[src/rtl/nand_fe_pkg.sv]
package nand_fe_pkg;

    localparam int unsigned BUS_W  = 16;
    localparam int unsigned ADDR_W = 4;

    // host register map
    localparam logic [ADDR_W-1:0] RA_CTRL  = 4'd0;
    localparam logic [ADDR_W-1:0] RA_STAT  = 4'd1;
    localparam logic [ADDR_W-1:0] RA_ISTAT = 4'd2;
    localparam logic [ADDR_W-1:0] RA_IMASK = 4'd3;
    localparam logic [ADDR_W-1:0] RA_CMD   = 4'd4;
    localparam logic [ADDR_W-1:0] RA_ADDR  = 4'd5;
    localparam logic [ADDR_W-1:0] RA_WDAT  = 4'd6;
    localparam logic [ADDR_W-1:0] RA_RDREQ = 4'd7;
    localparam logic [ADDR_W-1:0] RA_RDAT  = 4'd8;
    localparam logic [ADDR_W-1:0] RA_PAGE  = 4'd9;
    localparam logic [ADDR_W-1:0] RA_RST   = 4'd10;

    typedef enum logic [1:0] {
        OP_CMD  = 2'd0,
        OP_ADDR = 2'd1,
        OP_DATA = 2'd2,
        OP_READ = 2'd3
    } op_e;

    typedef enum logic [1:0] {
        SQ_IDLE = 2'd0,
        SQ_LOW  = 2'd1,
        SQ_HIGH = 2'd2
    } sq_e;

    typedef struct packed {
        op_e              op;
        logic [BUS_W-1:0] data;
    } entry_t;

endpackage

[src/rtl/nand_fe_wbuf.sv]
module nand_fe_wbuf
    import nand_fe_pkg::*;
#(
    parameter int unsigned DEPTH = 4
) (
    input  logic                         clk,
    input  logic                         rst_n,
    input  logic                         push,
    input  entry_t                       push_ent,
    input  logic                         pop,
    output entry_t                       head,
    output logic                         full,
    output logic                         empty,
    output logic [$clog2(DEPTH+1)-1:0]   count
);

    localparam int unsigned PTR_W = (DEPTH > 1) ? $clog2(DEPTH) : 1;
    localparam int unsigned CNT_W = $clog2(DEPTH + 1);

    typedef struct packed {
        entry_t [DEPTH-1:0] mem;
        logic [PTR_W-1:0]   rptr;
        logic [PTR_W-1:0]   wptr;
        logic [CNT_W-1:0]   cnt;
    } wb_t;

    wb_t q, d;
    logic push_ok, pop_ok;

    function automatic logic [PTR_W-1:0] nxt(input logic [PTR_W-1:0] p);
        return (p == PTR_W'(DEPTH - 1)) ? '0 : p + 1'b1;
    endfunction

    always_comb begin
        d       = q;
        push_ok = push && (q.cnt != CNT_W'(DEPTH));
        pop_ok  = pop && (q.cnt != '0);
        if (push_ok) begin
            d.mem[q.wptr] = push_ent;
            d.wptr        = nxt(q.wptr);
        end
        if (pop_ok) begin
            d.rptr = nxt(q.rptr);
        end
        d.cnt = q.cnt + CNT_W'(push_ok) - CNT_W'(pop_ok);
    end

    always_ff @(posedge clk or negedge rst_n) begin
        if (!rst_n) q <= '0;
        else        q <= d;
    end

    assign head  = q.mem[q.rptr];
    assign full  = (q.cnt == CNT_W'(DEPTH));
    assign empty = (q.cnt == '0);
    assign count = q.cnt;

endmodule

[src/rtl/nand_fe_seq.sv]
module nand_fe_seq
    import nand_fe_pkg::*;
#(
    parameter int unsigned DLY_W      = 4,
    parameter int unsigned SMALL_PAGE = 256
) (
    input  logic             clk,
    input  logic             rst_n,
    input  logic             wide,
    input  logic             page_large,
    input  logic [DLY_W-1:0] wr_dly,
    input  logic [DLY_W-1:0] rd_dly,
    input  logic             q_valid,
    input  entry_t           q_head,
    output logic             q_pop,
    input  logic             burst_req,
    input  logic             burst_rd,
    input  logic             abort,
    input  logic [BUS_W-1:0] burst_wdata,
    input  logic [BUS_W-1:0] nf_din,
    output logic             we_n,
    output logic             re_n,
    output logic             cle,
    output logic             ale,
    output logic [BUS_W-1:0] dout,
    output logic             dout_en,
    output logic [BUS_W-1:0] rdata,
    output logic             rd_done,
    output logic             beat,
    output logic             done,
    output logic             busy
);

    localparam int unsigned PG_W   = $clog2(2 * SMALL_PAGE + 1);
    localparam int unsigned HALF_W = BUS_W / 2;

    typedef struct packed {
        sq_e              st;
        op_e              op;
        logic [BUS_W-1:0] data;
        logic [DLY_W-1:0] cnt;
        logic             in_burst;
        logic [PG_W-1:0]  left;
        logic [BUS_W-1:0] rdata;
        logic             rd_done;
        logic             beat;
        logic             done;
    } sq_t;

    sq_t q, d;
    logic [PG_W-1:0] page_bytes, page_words;

    always_comb begin
        page_bytes = page_large ? PG_W'(2 * SMALL_PAGE) : PG_W'(SMALL_PAGE);
        page_words = wide ? (page_bytes >> 1) : page_bytes;
    end

    always_comb begin
        d         = q;
        d.rd_done = 1'b0;
        d.beat    = 1'b0;
        d.done    = 1'b0;
        q_pop     = 1'b0;
        unique case (q.st)
            SQ_IDLE: begin
                if (burst_req) begin
                    d.in_burst = 1'b1;
                    d.left     = page_words;
                    d.op       = burst_rd ? OP_READ : OP_DATA;
                    d.cnt      = burst_rd ? rd_dly : wr_dly;
                    d.data     = burst_wdata;
                    d.st       = SQ_LOW;
                end else if (q_valid) begin
                    q_pop      = 1'b1;
                    d.in_burst = 1'b0;
                    d.op       = q_head.op;
                    d.data     = q_head.data;
                    d.cnt      = (q_head.op == OP_READ) ? rd_dly : wr_dly;
                    d.st       = SQ_LOW;
                end
            end
            SQ_LOW: begin
                if (q.cnt == '0) begin
                    d.st = SQ_HIGH;
                    if (q.op == OP_READ) begin
                        d.rdata   = wide ? nf_din : {{HALF_W{1'b0}}, nf_din[HALF_W-1:0]};
                        d.rd_done = !q.in_burst;
                    end
                    d.beat = q.in_burst;
                end else begin
                    d.cnt = q.cnt - 1'b1;
                end
            end
            SQ_HIGH: begin
                if (q.in_burst && (q.left != PG_W'(1))) begin
                    d.left = q.left - 1'b1;
                    d.cnt  = (q.op == OP_READ) ? rd_dly : wr_dly;
                    d.data = burst_wdata;
                    d.st   = SQ_LOW;
                end else begin
                    d.done     = q.in_burst;
                    d.in_burst = 1'b0;
                    d.st       = SQ_IDLE;
                end
            end
            default: d.st = SQ_IDLE;
        endcase
        if (abort) begin
            d.st       = SQ_IDLE;
            d.in_burst = 1'b0;
            d.rd_done  = 1'b0;
            d.beat     = 1'b0;
            d.done     = 1'b0;
            q_pop      = 1'b0;
        end
    end

    always_ff @(posedge clk or negedge rst_n) begin
        if (!rst_n) q <= '0;
        else        q <= d;
    end

    assign busy    = (q.st != SQ_IDLE);
    assign we_n    = !((q.st == SQ_LOW) && (q.op != OP_READ));
    assign re_n    = !((q.st == SQ_LOW) && (q.op == OP_READ));
    assign cle     = busy && (q.op == OP_CMD);
    assign ale     = busy && (q.op == OP_ADDR);
    assign dout_en = busy && (q.op != OP_READ);
    assign dout    = wide ? q.data : {{HALF_W{1'b0}}, q.data[HALF_W-1:0]};
    assign rdata   = q.rdata;
    assign rd_done = q.rd_done;
    assign beat    = q.beat;
    assign done    = q.done;

endmodule

[src/rtl/nand_fe.sv]
module nand_fe
    import nand_fe_pkg::*;
#(
    parameter int unsigned DEPTH      = 4,
    parameter int unsigned DLY_W      = 4,
    parameter int unsigned SMALL_PAGE = 256
) (
    input  logic                 clk,
    input  logic                 rst_n,
    input  logic                 host_wr,
    input  logic [ADDR_W-1:0]    host_addr,
    input  logic [BUS_W-1:0]     host_wdata,
    output logic [BUS_W-1:0]     host_rdata,
    output logic                 irq,
    output logic                 nf_cle,
    output logic                 nf_ale,
    output logic                 nf_we_n,
    output logic                 nf_re_n,
    output logic [BUS_W-1:0]     nf_dout,
    output logic                 nf_dout_en,
    input  logic [BUS_W-1:0]     nf_din,
    input  logic                 nf_rb,
    input  logic [BUS_W-1:0]     burst_wdata,
    output logic [BUS_W-1:0]     burst_rdata,
    output logic                 burst_beat,
    output logic                 burst_done
);

    localparam int unsigned RD_LSB   = DLY_W;
    localparam int unsigned WIDE_BIT = 2 * DLY_W;
    localparam int unsigned PAGE_BIT = 2 * DLY_W + 1;
    localparam int unsigned CTRL_W   = 2 * DLY_W + 2;
    localparam int unsigned IRQ_N    = 3;
    localparam int unsigned CNT_W    = $clog2(DEPTH + 1);

    typedef struct packed {
        logic [CTRL_W-1:0] ctrl;
        logic [IRQ_N-1:0]  istat;
        logic [IRQ_N-1:0]  imask;
        logic              rb_s1;
        logic              rb_s2;
        logic              rb_prev;
    } regs_t;

    regs_t q, d;

    logic             wide, page_large;
    logic [DLY_W-1:0] wr_dly, rd_dly;
    logic             push, pop, full, empty, busy;
    entry_t           push_ent, head;
    logic [CNT_W-1:0] wb_count;
    logic             burst_req, abort, rd_done;
    logic [BUS_W-1:0] rdata;
    logic [IRQ_N-1:0] irq_stat;

    assign wr_dly     = q.ctrl[DLY_W-1:0];
    assign rd_dly     = q.ctrl[RD_LSB +: DLY_W];
    assign wide       = q.ctrl[WIDE_BIT];
    assign page_large = q.ctrl[PAGE_BIT];
    assign irq_stat   = q.istat;

    // host write decode
    always_comb begin
        push        = 1'b0;
        push_ent.op = OP_CMD;
        push_ent.data = host_wdata;
        burst_req   = 1'b0;
        abort       = 1'b0;
        if (host_wr) begin
            unique case (host_addr)
                RA_CMD:   begin push = 1'b1; push_ent.op = OP_CMD;  end
                RA_ADDR:  begin push = 1'b1; push_ent.op = OP_ADDR; end
                RA_WDAT:  begin push = 1'b1; push_ent.op = OP_DATA; end
                RA_RDREQ: begin push = 1'b1; push_ent.op = OP_READ; end
                RA_PAGE:  burst_req = ((host_wdata == 16'd1) || (host_wdata == 16'd2))
                                      && !busy && empty;
                RA_RST:   abort = 1'b1;
                default:  ;
            endcase
        end
    end

    always_comb begin
        d         = q;
        d.rb_s1   = nf_rb;
        d.rb_s2   = q.rb_s1;
        d.rb_prev = q.rb_s2;
        if (host_wr && host_addr == RA_CTRL)  d.ctrl  = host_wdata[CTRL_W-1:0];
        if (host_wr && host_addr == RA_IMASK) d.imask = host_wdata[IRQ_N-1:0];
        if (host_wr && host_addr == RA_ISTAT) d.istat = q.istat & ~host_wdata[IRQ_N-1:0];
        if (q.rb_s2 && !q.rb_prev) d.istat[0] = 1'b1;
        if (rd_done)               d.istat[1] = 1'b1;
        if (burst_done)            d.istat[2] = 1'b1;
    end

    always_ff @(posedge clk or negedge rst_n) begin
        if (!rst_n) q <= '0;
        else        q <= d;
    end

    // host read mux
    always_comb begin
        unique case (host_addr)
            RA_CTRL:  host_rdata = BUS_W'(q.ctrl);
            RA_STAT:  host_rdata = BUS_W'({busy, q.rb_s2, full});
            RA_ISTAT: host_rdata = BUS_W'(q.istat);
            RA_IMASK: host_rdata = BUS_W'(q.imask);
            RA_RDAT:  host_rdata = rdata;
            default:  host_rdata = '0;
        endcase
    end

    assign irq         = |(q.istat & q.imask);
    assign burst_rdata = rdata;

    nand_fe_wbuf #(.DEPTH(DEPTH)) wbuf_i (
        .clk      (clk),
        .rst_n    (rst_n),
        .push     (push),
        .push_ent (push_ent),
        .pop      (pop),
        .head     (head),
        .full     (full),
        .empty    (empty),
        .count    (wb_count)
    );

    nand_fe_seq #(.DLY_W(DLY_W), .SMALL_PAGE(SMALL_PAGE)) seq_i (
        .clk         (clk),
        .rst_n       (rst_n),
        .wide        (wide),
        .page_large  (page_large),
        .wr_dly      (wr_dly),
        .rd_dly      (rd_dly),
        .q_valid     (!empty),
        .q_head      (head),
        .q_pop       (pop),
        .burst_req   (burst_req),
        .burst_rd    (host_wdata == 16'd1),
        .abort       (abort),
        .burst_wdata (burst_wdata),
        .nf_din      (nf_din),
        .we_n        (nf_we_n),
        .re_n        (nf_re_n),
        .cle         (nf_cle),
        .ale         (nf_ale),
        .dout        (nf_dout),
        .dout_en     (nf_dout_en),
        .rdata       (rdata),
        .rd_done     (rd_done),
        .beat        (burst_beat),
        .done        (burst_done),
        .busy        (busy)
    );

endmodule

[config.mk]
export PLATFORM = sky130hd
export DESIGN_NAME = nand_fe
export DESIGN_NICKNAME = d
export VERILOG_FILES = /design/src/rtl/nand_fe_pkg.sv /design/src/rtl/nand_fe_wbuf.sv /design/src/rtl/nand_fe_seq.sv /design/src/rtl/nand_fe.sv
export SDC_FILE = /design/constraint.sdc
export NUM_CORES = 1
export LEC_CHECK = 0
export BUFFER_PORTS_ARGS = -buffer_cell sky130_fd_sc_hd__buf_2
export CAP_MARGIN = 40
export CORE_MARGIN = 8
export CORE_UTILIZATION = 56
export DETAILED_ROUTE_END_ITERATION = 12
export PLACE_DENSITY = 0.78
export REMOVE_ABC_BUFFERS = 1
export SLEW_MARGIN = 20
export SYNTH_ARGS = -nofsm -noshare
export SYNTH_HDL_FRONTEND = slang
export SYNTH_SLANG_ARGS = --single-unit
export TNS_END_PERCENT = 20
[constraint.sdc]
create_clock -name clk -period 2.85 [get_ports clk]
set_clock_uncertainty 0.1 [all_clocks]
set_input_delay 0.57 -clock clk [delete_from_list [all_inputs] [get_ports clk]]
set_output_delay 0.57 -clock clk [all_outputs]
set_load 0.01 [all_outputs]
==> results.sh, run 1 <==
export IMPL_async_reset_ff_share_pct=100
export IMPL_use_met2_pct=37.1
export IMPL_layout_commonest_cell="dfrtp_1"
export IMPL_place_ws_ns=0.127
export IMPL_synth_area_mm2=0.00783
export IMPL_dp_hpwl_um=14100
export IMPL_grt_overflow=0
export IMPL_drv_cap=0
export IMPL_place_area_mm2=0.00858
export IMPL_yosysUniqueCellTypes=62
export IMPL_holdWs_ns=0.0301
export IMPL_grt_pass1_vias=5921
export IMPL_post_cts_buffers=0
export IMPL_power_switching_share_pct=34.3
export IMPL_grtUsageTotal_pct=21.7
export IMPL_seq_area_mm2=0.00380
export IMPL_cp_top_family="compound AO/OA/AOI/OAI gates"
export IMPL_crit_chain="inv_1, ha_1, buf_4, nor2_1, a21oi_1, o21ai_0, a221o_1, buf_2"
export IMPL_avgSynthCellArea_um2=12.2
export IMPL_wl_um=19100
export IMPL_start_util_pct=56.8
export IMPL_drt_iter0_drc=359
export IMPL_grt_util_met3_pct=5.24
export IMPL_gp_congestion=0.877
export IMPL_cpPeakStageDelay_ns=0.42
export IMPL_grt_max_degree=64
export IMPL_yosysWarnings=0
export IMPL_synth_top_area_share_pct=48.6
export IMPL_postCtsHoldBufs=0
export IMPL_rsz0062_at_grt="false"
export IMPL_ios=112
export IMPL_busiest_layer="met2"
export IMPL_clk_latency_ns=0.43
export IMPL_crit_type="reg2out"
export IMPL_worstPathArrival_ns=2.01
export IMPL_powerDensity_mw_per_mm2=1100
export IMPL_p_leak_nw=4.28
export IMPL_crit_path_max_fanout=13
export IMPL_clockBufferDepth=2
export IMPL_die_h_um=134
export IMPL_multi_input_comb_area_mm2=0.00365
export IMPL_diodes=0
export IMPL_p_clk_share_pct=21.8
export IMPL_finalCritPeriodShare_pct=94.0
export IMPL_combPwrFrac_pct=39.8
export IMPL_intPower_w=0.00663
export IMPL_die_area_mm2=0.0180
export IMPL_netlist_top_cells_area="dfrtp_1 49%, mux2_2 17%, mux4_2 5.2%, ha_1 2.6%, nand2_1 2.4%"
export IMPL_max_freq_mhz=373
export IMPL_grt_antenna_before_repair=1
export IMPL_drc=0
export IMPL_num_rows=43
export IMPL_peakVddDrop_mv=0.589
export IMPL_nFillCells=1071
export IMPL_place_port_buffers=111
export IMPL_synth_top_area_cell="dfrtp_1"
export IMPL_cpMaxStageDelayCell="dfrtp_1"
export IMPL_status="completed"
export IMPL_synthFlopType="dfrtp_1"
export IMPL_syn_to_final_growth_pct=17.0
export IMPL_fin_ws_ns=0.171
export IMPL_worst_pin_slew_ns=0.756
export IMPL_drive_gt1_share_pct=43.1
export IMPL_die_width_um=134
export IMPL_tritoncts="built"
export IMPL_grt_pass1_wl_um=31000
export IMPL_dr_pass1_iters=4
export IMPL_synth_edf_count=0
export IMPL_layout_common_cells="152 x dfrtp_1, 115 x mux2_2, 110 x buf_2"
export IMPL_cts_buffers=17
export IMPL_wl_per_cell_um=20.2
export IMPL_grtUsageMet1_pct=25.9
export IMPL_nets=826
export IMPL_endpoint_kind="primary output"
export IMPL_slew_violations=0
export IMPL_p_switching_w=0.00346
export IMPL_antenna_left=0
export IMPL_cp_start_kind="flop"
export IMPL_ys_seq_area_share_pct=48.6
export IMPL_clk_pin_slew_ns=0.06
export IMPL_syn_inst=644
export IMPL_final_min_clock_period_ns=2.68
export IMPL_hold_violations=0
export IMPL_slew_headroom_pct=49.6
export IMPL_ctsRootBufferMaster="clkbuf_16"
export IMPL_fin_area_mm2=0.00916
export IMPL_core_mm2=0.0138
export IMPL_hp_class="in2async"
export IMPL_via_per_inst=5.91
export IMPL_htree_levels=4
export IMPL_synth_seq_cells=152
export IMPL_setup_violations_final=0
export IMPL_cts_resized=0
export IMPL_num_vias=5587
export IMPL_required_ns=2.18
export IMPL_crit_buf_inv=3
export IMPL_cts_sinks=152
export IMPL_pwr_share_seq_pct=38.4
## Yosys cell counts, drive strengths merged (4+ instances only)
master and instances:
mux2 125, a21oi 13, o41ai 5, and2 15, clkbuf 25, mux4 18
nor3 13, a22o 7, mux2i 10, buf 28, nor3b 5, or3 4
inv 22, dfrtp 152, nor4 9, nand2b 7, o21ai 27, ha 16
nor2 28, nand3 6, nand2 51, a31oi 4
## power groups by stage
| stage | clock network (W) | registers [W] | logic, W |
|---|---|---|---|
| finish | 0.00220 | 0.00388 | 0.00402 |
| global route | 0.00232 | 0.00399 | 0.00438 |
| CTS | 0.00223 | 0.00386 | 0.00404 |
| detailed placement | 0 | 0.00390 | 0.00403 |
| global placement | 0 | 0.00382 | 0.00385 |
| floorplan | 0 | 0.00379 | 0.00278 |
## kinds of logic after synthesis
kind of cell | count (synthesis) | share of synthesized area (%)
AND/OR/NAND/NOR | 160 | 10.9
buffers and inverters | 75 | 4.91
XOR/XNOR | 5 | 0.559
flip-flops | 152 | 48.6
AO/OA/AOI/OAI | 82 | 7.34
multiplexers | 153 | 24.9
adder cells (fa/ha/maj) | 17 | 2.81
## final cells by class
cell class | count | area share (%)
multi-input cells | 417 | 39.9
inverters | 22 | 0.902
well taps | 180 | 2.46
flip-flops and latches | 152 | 41.5
clock buffers | 18 | 4.80
clock inverters | 14 | 1.53
repair buffers | 143 | 8.89
## path summary, 6_finish.rpt
check	start	to	slack, ns	depth (start not counted)
max in group asynchronous	rst_n	wbuf_i.q[72]	1.86	2
min reg2reg	d[1]	d[0]	0.25	0
min	rst_n	seq_i.rdata[1]	0.03	1
min in group clk	nf_rb	d[1]	0.15	1
max reg2reg	seq_i.q[52]	seq_i.q[45]	0.18	8
max	seq_i.q[52]	host_rdata[2]	0.17	8
## worst reg2reg max path, delay by kind of cell (launching register included)
kind / cells / cell delay (ns)
buffers and inverters: 2 / 0.33
AND/OR/NAND/NOR: 2 / 0.86
multiplexers: 2 / 0.60
AO/OA/AOI/OAI: 1 / 0.07
flip-flops: 1 / 0.42
adder cells (fa/ha/maj): 1 / 0.17
## layer usage
layer	vias to the layer above	part of all wire, %
met5	-	0.068
met4	2	2.1
met3	28	5.5
met2	166	51
met1	2840	41
li1	2551	-
## registers in the layout, summed over array words and instances (netlist names)
signal	flops
seq_i.beat	1
seq_i.rd_done	1
wbuf_i.count	3
seq_i.rdata	16
d	2
q	13
wbuf_i.q	76
page_large	1
irq_stat	3
seq_i.done	1
seq_i.q	35
## through the flow
stage	cells	TNS, ns	util (%)	power (W)
2_1_floorplan	591	-0.441	-	0.00658
3_3_place_gp	914	0	62.3	0.00768
3_5_place_dp	914	0	62.3	0.00792
4_1_cts	946	0	66.5	0.0101
5_1_grt	946	0	66.5	0.0107
6_report	946	0	66.5	0.0101
Power figures use the tool's default switching activity.
==> inputs of run 2 (changes only) <==
BUFFER_PORTS_ARGS = unset   (was -buffer_cell sky130_fd_sc_hd__buf_2)
CAP_MARGIN = unset   (was 40)
DONT_BUFFER_PORTS = 1   (was unset)
PLACE_DENSITY = 0.74   (was 0.78)
==> run 2 against run 1 <==
Net effect:
- the run now ends with hold timing left
- hold slack worse by 0.29 ns
- final cell count fell by 13%
- global-route usage decreased by 0.59 points
- clock power hardly changed
- critical path depth unchanged
- combinational power down 12%
- wire length fell by 3.3%
- first-iteration DRC count decreased by 27%
- utilization decreased by 4.6 points
- maximum frequency grew 1.1%
- sequential cell count unchanged
- largest power group is now sequential cells
==> results.sh, run 2 (same netlist as run 1, synthesis figures left out) <==
export IMPL_grt_pass1_vias=5411
export IMPL_syn_to_final_growth_pct=8.81
export IMPL_worstPathArrival_ns=2.86
export IMPL_htree_levels=4
export IMPL_die_width_um=134
export IMPL_gp_congestion=0.871
export IMPL_drv_cap=0
export IMPL_clockBufferDepth=2
export IMPL_crit_chain="inv_1, ha_1, or4b_4, and4bb_2, a21oi_2, buf_4, mux2_4, mux2_2"
export IMPL_max_freq_mhz=377
export IMPL_drt_iter0_drc=263
export IMPL_setup_violations_final=0
export IMPL_drive_gt1_share_pct=32.4
export IMPL_hp_class="in2async"
export IMPL_total_power_w=0.00972
export IMPL_wl_per_cell_um=22.3
export IMPL_slew_violations=0
export IMPL_post_cts_buffers=0
export IMPL_crit_buf_inv=2
export IMPL_violations="hold timing"
export IMPL_wl_um=18500
export IMPL_cpMaxStageDelayCell="or4b_4"
export IMPL_endpoint_kind="flop"
export IMPL_die_area_mm2=0.0180
export IMPL_drc=0
export IMPL_crit_type="reg2reg"
export IMPL_holdWs_ns=-0.259
export IMPL_layout_common_cells="152 x dfrtp_1, 115 x mux2_2, 51 x nand2_1"
export IMPL_finalCritPeriodShare_pct=93.0
export IMPL_required_ns=3.06
export IMPL_num_vias=5044
export IMPL_final_min_clock_period_ns=2.65
export IMPL_worst_pin_slew_ns=0.791
export IMPL_grt_max_degree=153
export IMPL_reg2reg_depth=8
export IMPL_p_leak_nw=3.73
export IMPL_peakVddDrop_mv=0.603
export IMPL_grt_antenna_before_repair=0
export IMPL_status="complete, but fails checks"
export IMPL_nFillCells=1093
export IMPL_tritoncts="built"
export IMPL_clk_pin_slew_ns=0.06
export IMPL_grt_overflow=0
export IMPL_ctsRootBufferMaster="clkbuf_16"
export IMPL_via_per_inst=6.11
export IMPL_hold_violations=152
export IMPL_layout_commonest_cell="dfrtp_1"
export IMPL_num_rows=43
export IMPL_core_mm2=0.0138
export IMPL_powerDensity_mw_per_mm2=1140
export IMPL_cpPeakStageDelay_ns=0.48
export IMPL_largest_reg_flops=76
export IMPL_dp_hpwl_um=13000
export IMPL_start_util_pct=56.8
export IMPL_die_h_um=134
export IMPL_dr_pass1_iters=4
export IMPL_crit_path_max_fanout=16
export IMPL_antenna_left=0
export IMPL_nets=706
export IMPL_cp_start_kind="flop"
export IMPL_regMostFlops="wbuf_i.q"
export IMPL_cp_depth=8
export IMPL_clk_latency_ns=0.42
export IMPL_fin_util_pct=61.8
export IMPL_cts_buffers=17
export IMPL_slew_headroom_pct=47.3
export IMPL_cp_top_family="simple AND/OR/NAND/NOR gates"
export IMPL_place_port_buffers=0
export IMPL_diodes=0
export IMPL_grt_pass1_wl_um=29700
export IMPL_cts_sinks=152
export IMPL_rsz0062_at_grt="false"
export IMPL_grtUsageTotal_pct=21.2
export IMPL_ios=112
==> run 2: cell types whose count changed in the layout (fill, tap and decap cells not counted), sizes merged <==
cell | previous run | this run
clkbuf | 18 | 19
inv | 28 | 25
clkinv | 6 | 2
bufinv | 1 | 2
buf | 143 | 23
clkinvlp | 1 | 6
==> run 2: through the flow <==
step           setup WS [ns]  TNS (ns)  instances  hold slack, ns  area, um2
4_1_cts                0.175         0        826          -0.271       8510
2_1_floorplan        -0.0276    -0.441        591           0.174       7530
3_5_place_dp           0.198         0        794           0.184       7940
6_report               0.200         0        826          -0.259       8520
5_1_grt               0.0509         0        826          -0.279       8520
3_3_place_gp           0.257         0        794           0.182       7940
==> run 2: final timing paths <==
kind | slack (ns) | end | startpoint
worst max-delay path | 0.20 | seq_i.q[46] | seq_i.q[52]
worst min-delay path | -0.26 | seq_i.q[23] | rst_n
worst max register to register | 0.20 | seq_i.q[46] | seq_i.q[52]
worst min register to register | 0.25 | d[0] | d[1]
max in group asynchronous | 2.74 | wbuf_i.q[76] | rst_n
min in group clk | 0.07 | d[1] | nf_rb
==> run 2: what timing repair did <==
action / in CTS / in global routing
setup endpoints to repair: 0 / 2
resized for setup: 0 / 1
endpoints found under the hold margin: 152 / 152
==> run 2: cell type report <==
| cell class | instances | area, um2 | area share [%] |
|---|---|---|---|
| well taps | 180 | 225 | 2.64 |
| multi-input cells | 417 | 3660 | 42.9 |
| clock buffers | 19 | 433 | 5.08 |
| repair buffers | 23 | 173 | 2.03 |
| clock inverters | 13 | 145 | 1.70 |
| inverters | 22 | 82.6 | 0.969 |
| flip-flops and latches | 152 | 3800 | 44.7 |
==> run 2: per-layer routing <==
layer,vias up,GRT usage (%),wire length [um]
met5,-,0,0
met2,134,35.3,9300
met4,0,8.92,337
met1,2595,25.2,7660
met3,18,5.91,1160
li1,2297,-,-
==> run 2: report_power, final <==
part | total (W) | switching, W | internal, W
Clock | 0.00221 | 0.000916 | 0.00129
Sequential | 0.00397 | 0.000835 | 0.00313
Combinational | 0.00354 | 0.00152 | 0.00203
==> run 2: worst register-to-register path, delay by kind of cell (launching register included) <==
kind / cells / cell delay [ns]
simple gates: 2 / 0.86
mux: 2 / 0.60
flops: 1 / 0.41
buf+inv: 2 / 0.34
fa+ha+maj: 1 / 0.17
compound gates: 1 / 0.07
==> inputs of run 3 (changes only) <==
==> constraint.sdc (replaced) <==
create_clock -name clk -period 2.85 [get_ports clk]
set_clock_uncertainty 0.1 [all_clocks]
set_input_delay 0.7125 -clock clk [delete_from_list [all_inputs] [get_ports clk]]
set_output_delay 0.7125 -clock clk [all_outputs]
set_load 0.01 [all_outputs]
==> run 3 against run 2 <==
Net effect:
- the flow still finishes with violations (hold timing)
- utilization is 0.24 points higher
- sequential share of layout area shrank 0.17 points
- combinational power about the same
- clock power is 2% lower
- global-route usage is 0.27 points higher
- clock-buffer cell count decreased by 1
- final cell count grew 0.24%
- largest power group unchanged
- die area stayed put
- register-to-register slack got worse by 0.02 ns
- largest cell class unchanged
- sequential power is essentially flat
- power about the same
- final area grew 0.38%
==> results.sh, run 3 (same netlist as run 1, synthesis figures left out) <==
export IMPL_largest_reg_flops=76
export IMPL_layout_commonest_cell="dfrtp_1"
export IMPL_p_clk_share_pct=22.2
export IMPL_die_h_um=134
export IMPL_gp_congestion=0.852
export IMPL_grt_antenna_before_repair=0
export IMPL_worst_pin_slew_ns=0.817
export IMPL_drt_iter0_drc=363
export IMPL_via_per_inst=6.27
export IMPL_ctsRootBufferMaster="clkbuf_16"
export IMPL_num_rows=43
export IMPL_worstPathArrival_ns=1.87
export IMPL_dp_hpwl_um=13300
export IMPL_place_port_buffers=0
export IMPL_crit_chain="inv_1, ha_1, buf_4, nor2_1, a21oi_1, o21ai_0, a221o_1"
export IMPL_diodes=0
export IMPL_finalCritPeriodShare_pct=94.2
export IMPL_grtUsageTotal_pct=21.4
export IMPL_drv_cap=0
export IMPL_reg2reg_depth=8
export IMPL_nets=710
export IMPL_cp_start_kind="flop"
export IMPL_required_ns=2.04
export IMPL_final_min_clock_period_ns=2.69
export IMPL_clk_latency_ns=0.42
export IMPL_ios=112
export IMPL_antenna_left=0
export IMPL_holdWs_ns=-0.104
export IMPL_rsz0062_at_grt="false"
export IMPL_combPwrFrac_pct=36.6
export IMPL_num_vias=5190
export IMPL_cpPeakStageDelay_ns=0.42
export IMPL_cpMaxStageDelayCell="dfrtp_1"
export IMPL_powerDensity_mw_per_mm2=1140
export IMPL_hold_violations=152
export IMPL_intPower_w=0.00648
export IMPL_grt_pass1_wl_um=30200
export IMPL_max_freq_mhz=372
export IMPL_grt_max_degree=153
export IMPL_fin_cells=828
export IMPL_cp_top_family="compound AO/OA/AOI/OAI gates"
export IMPL_status="complete, but fails checks"
export IMPL_grt_pass1_vias=5617
export IMPL_drive_gt1_share_pct=32.9
export IMPL_power_switching_share_pct=33.3
export IMPL_syn_to_final_growth_pct=9.22
export IMPL_wl_per_cell_um=22.4
export IMPL_drc=0
export IMPL_cts_sinks=152
export IMPL_clk_pin_slew_ns=0.06
export IMPL_crit_buf_inv=2
export IMPL_cts_buffers=17
export IMPL_regMostFlops="wbuf_i.q"
export IMPL_fin_area_mm2=0.00855
export IMPL_p_leak_nw=3.75
export IMPL_die_area_mm2=0.0180
export IMPL_hp_class="in2async"
export IMPL_dr_pass1_iters=6
export IMPL_slew_violations=0
export IMPL_start_util_pct=56.8
export IMPL_endpoint_kind="primary output"
export IMPL_wl_um=18500
export IMPL_p_switching_w=0.00323
export IMPL_pwr_share_seq_pct=41.1
export IMPL_layout_common_cells="152 x dfrtp_1, 115 x mux2_2, 51 x nand2_1"
export IMPL_htree_levels=4
export IMPL_slew_headroom_pct=45.5
export IMPL_place_area_mm2=0.00798
export IMPL_dp_cells=798
export IMPL_clockBufferDepth=2
export IMPL_grt_overflow=0
export IMPL_core_mm2=0.0138
export IMPL_violations="hold timing"
export IMPL_cp_depth=7
export IMPL_peakVddDrop_mv=0.667
export IMPL_setup_violations_final=0
export IMPL_die_width_um=134
export IMPL_tritoncts="built"
export IMPL_post_cts_buffers=0
export IMPL_crit_type="reg2out"
export IMPL_cts_resized=0
export IMPL_crit_path_max_fanout=13
## run 3: cell count changes in the layout (fill, tap and decap cells not counted)
cell / before / now
buf_4: 23 / 26
clkbuf_1: 2 / 0
clkinv_2: 1 / 3
inv_6: 3 / 1
buf_12: 0 / 1
clkbuf_8: 0 / 1
clkinv_4: 1 / 0
## run 3: per-stage QoR
step           power, W  setup TNS (ns)  util (%)  setup slack [ns]
6_report        0.00972               0      62.1             0.164
5_1_grt          0.0103               0      62.1           0.00963
4_1_cts         0.00976               0      62.1             0.121
3_5_place_dp    0.00759               0      57.9             0.133
3_3_place_gp    0.00732               0      57.9             0.229
2_1_floorplan   0.00658          -0.475         -           -0.0343
## run 3: layer usage
layer	up-vias	wire length (um)	share of wire (%)	GRT usage (%)
li1	2300	-	-	-
met1	2681	7480	40	25.4
met2	176	9340	50	35.5
met3	33	1230	6.6	6.13
met4	0	490	2.6	9.67
met5	-	0	0	0
## run 3: power by group through the flow
| stage | Sequential [W] | Clock, W | Combinational (W) |
|---|---|---|---|
| floorplan | 0.00379 | 0 | 0.00278 |
| global placement | 0.00394 | 0 | 0.00338 |
| detailed placement | 0.00402 | 0 | 0.00357 |
| CTS | 0.00399 | 0.00219 | 0.00358 |
| global route | 0.00412 | 0.00230 | 0.00390 |
| finish | 0.00400 | 0.00216 | 0.00356 |
## run 3: cell type report
cell class / instances / area (um2)
inverters: 22 / 82.6
well taps: 180 / 225
clock buffers: 18 / 439
flip-flops and latches: 152 / 3800
multi-input cells: 417 / 3660
clock inverters: 12 / 129
repair buffers: 27 / 215
fillers: 1072 / 5220
## run 3: worst paths after layout
path	from	endpoint	slack, ns
max in group asynchronous	rst_n	seq_i.rdata[5]	2.46
worst max-delay path	seq_i.q[52]	host_rdata[2]	0.16
worst min register to register	d[1]	d[0]	0.26
worst min-delay path	rst_n	seq_i.rdata[2]	-0.10
min in group clk	nf_rb	d[1]	0.23
worst max register to register	seq_i.q[52]	seq_i.q[42]	0.18
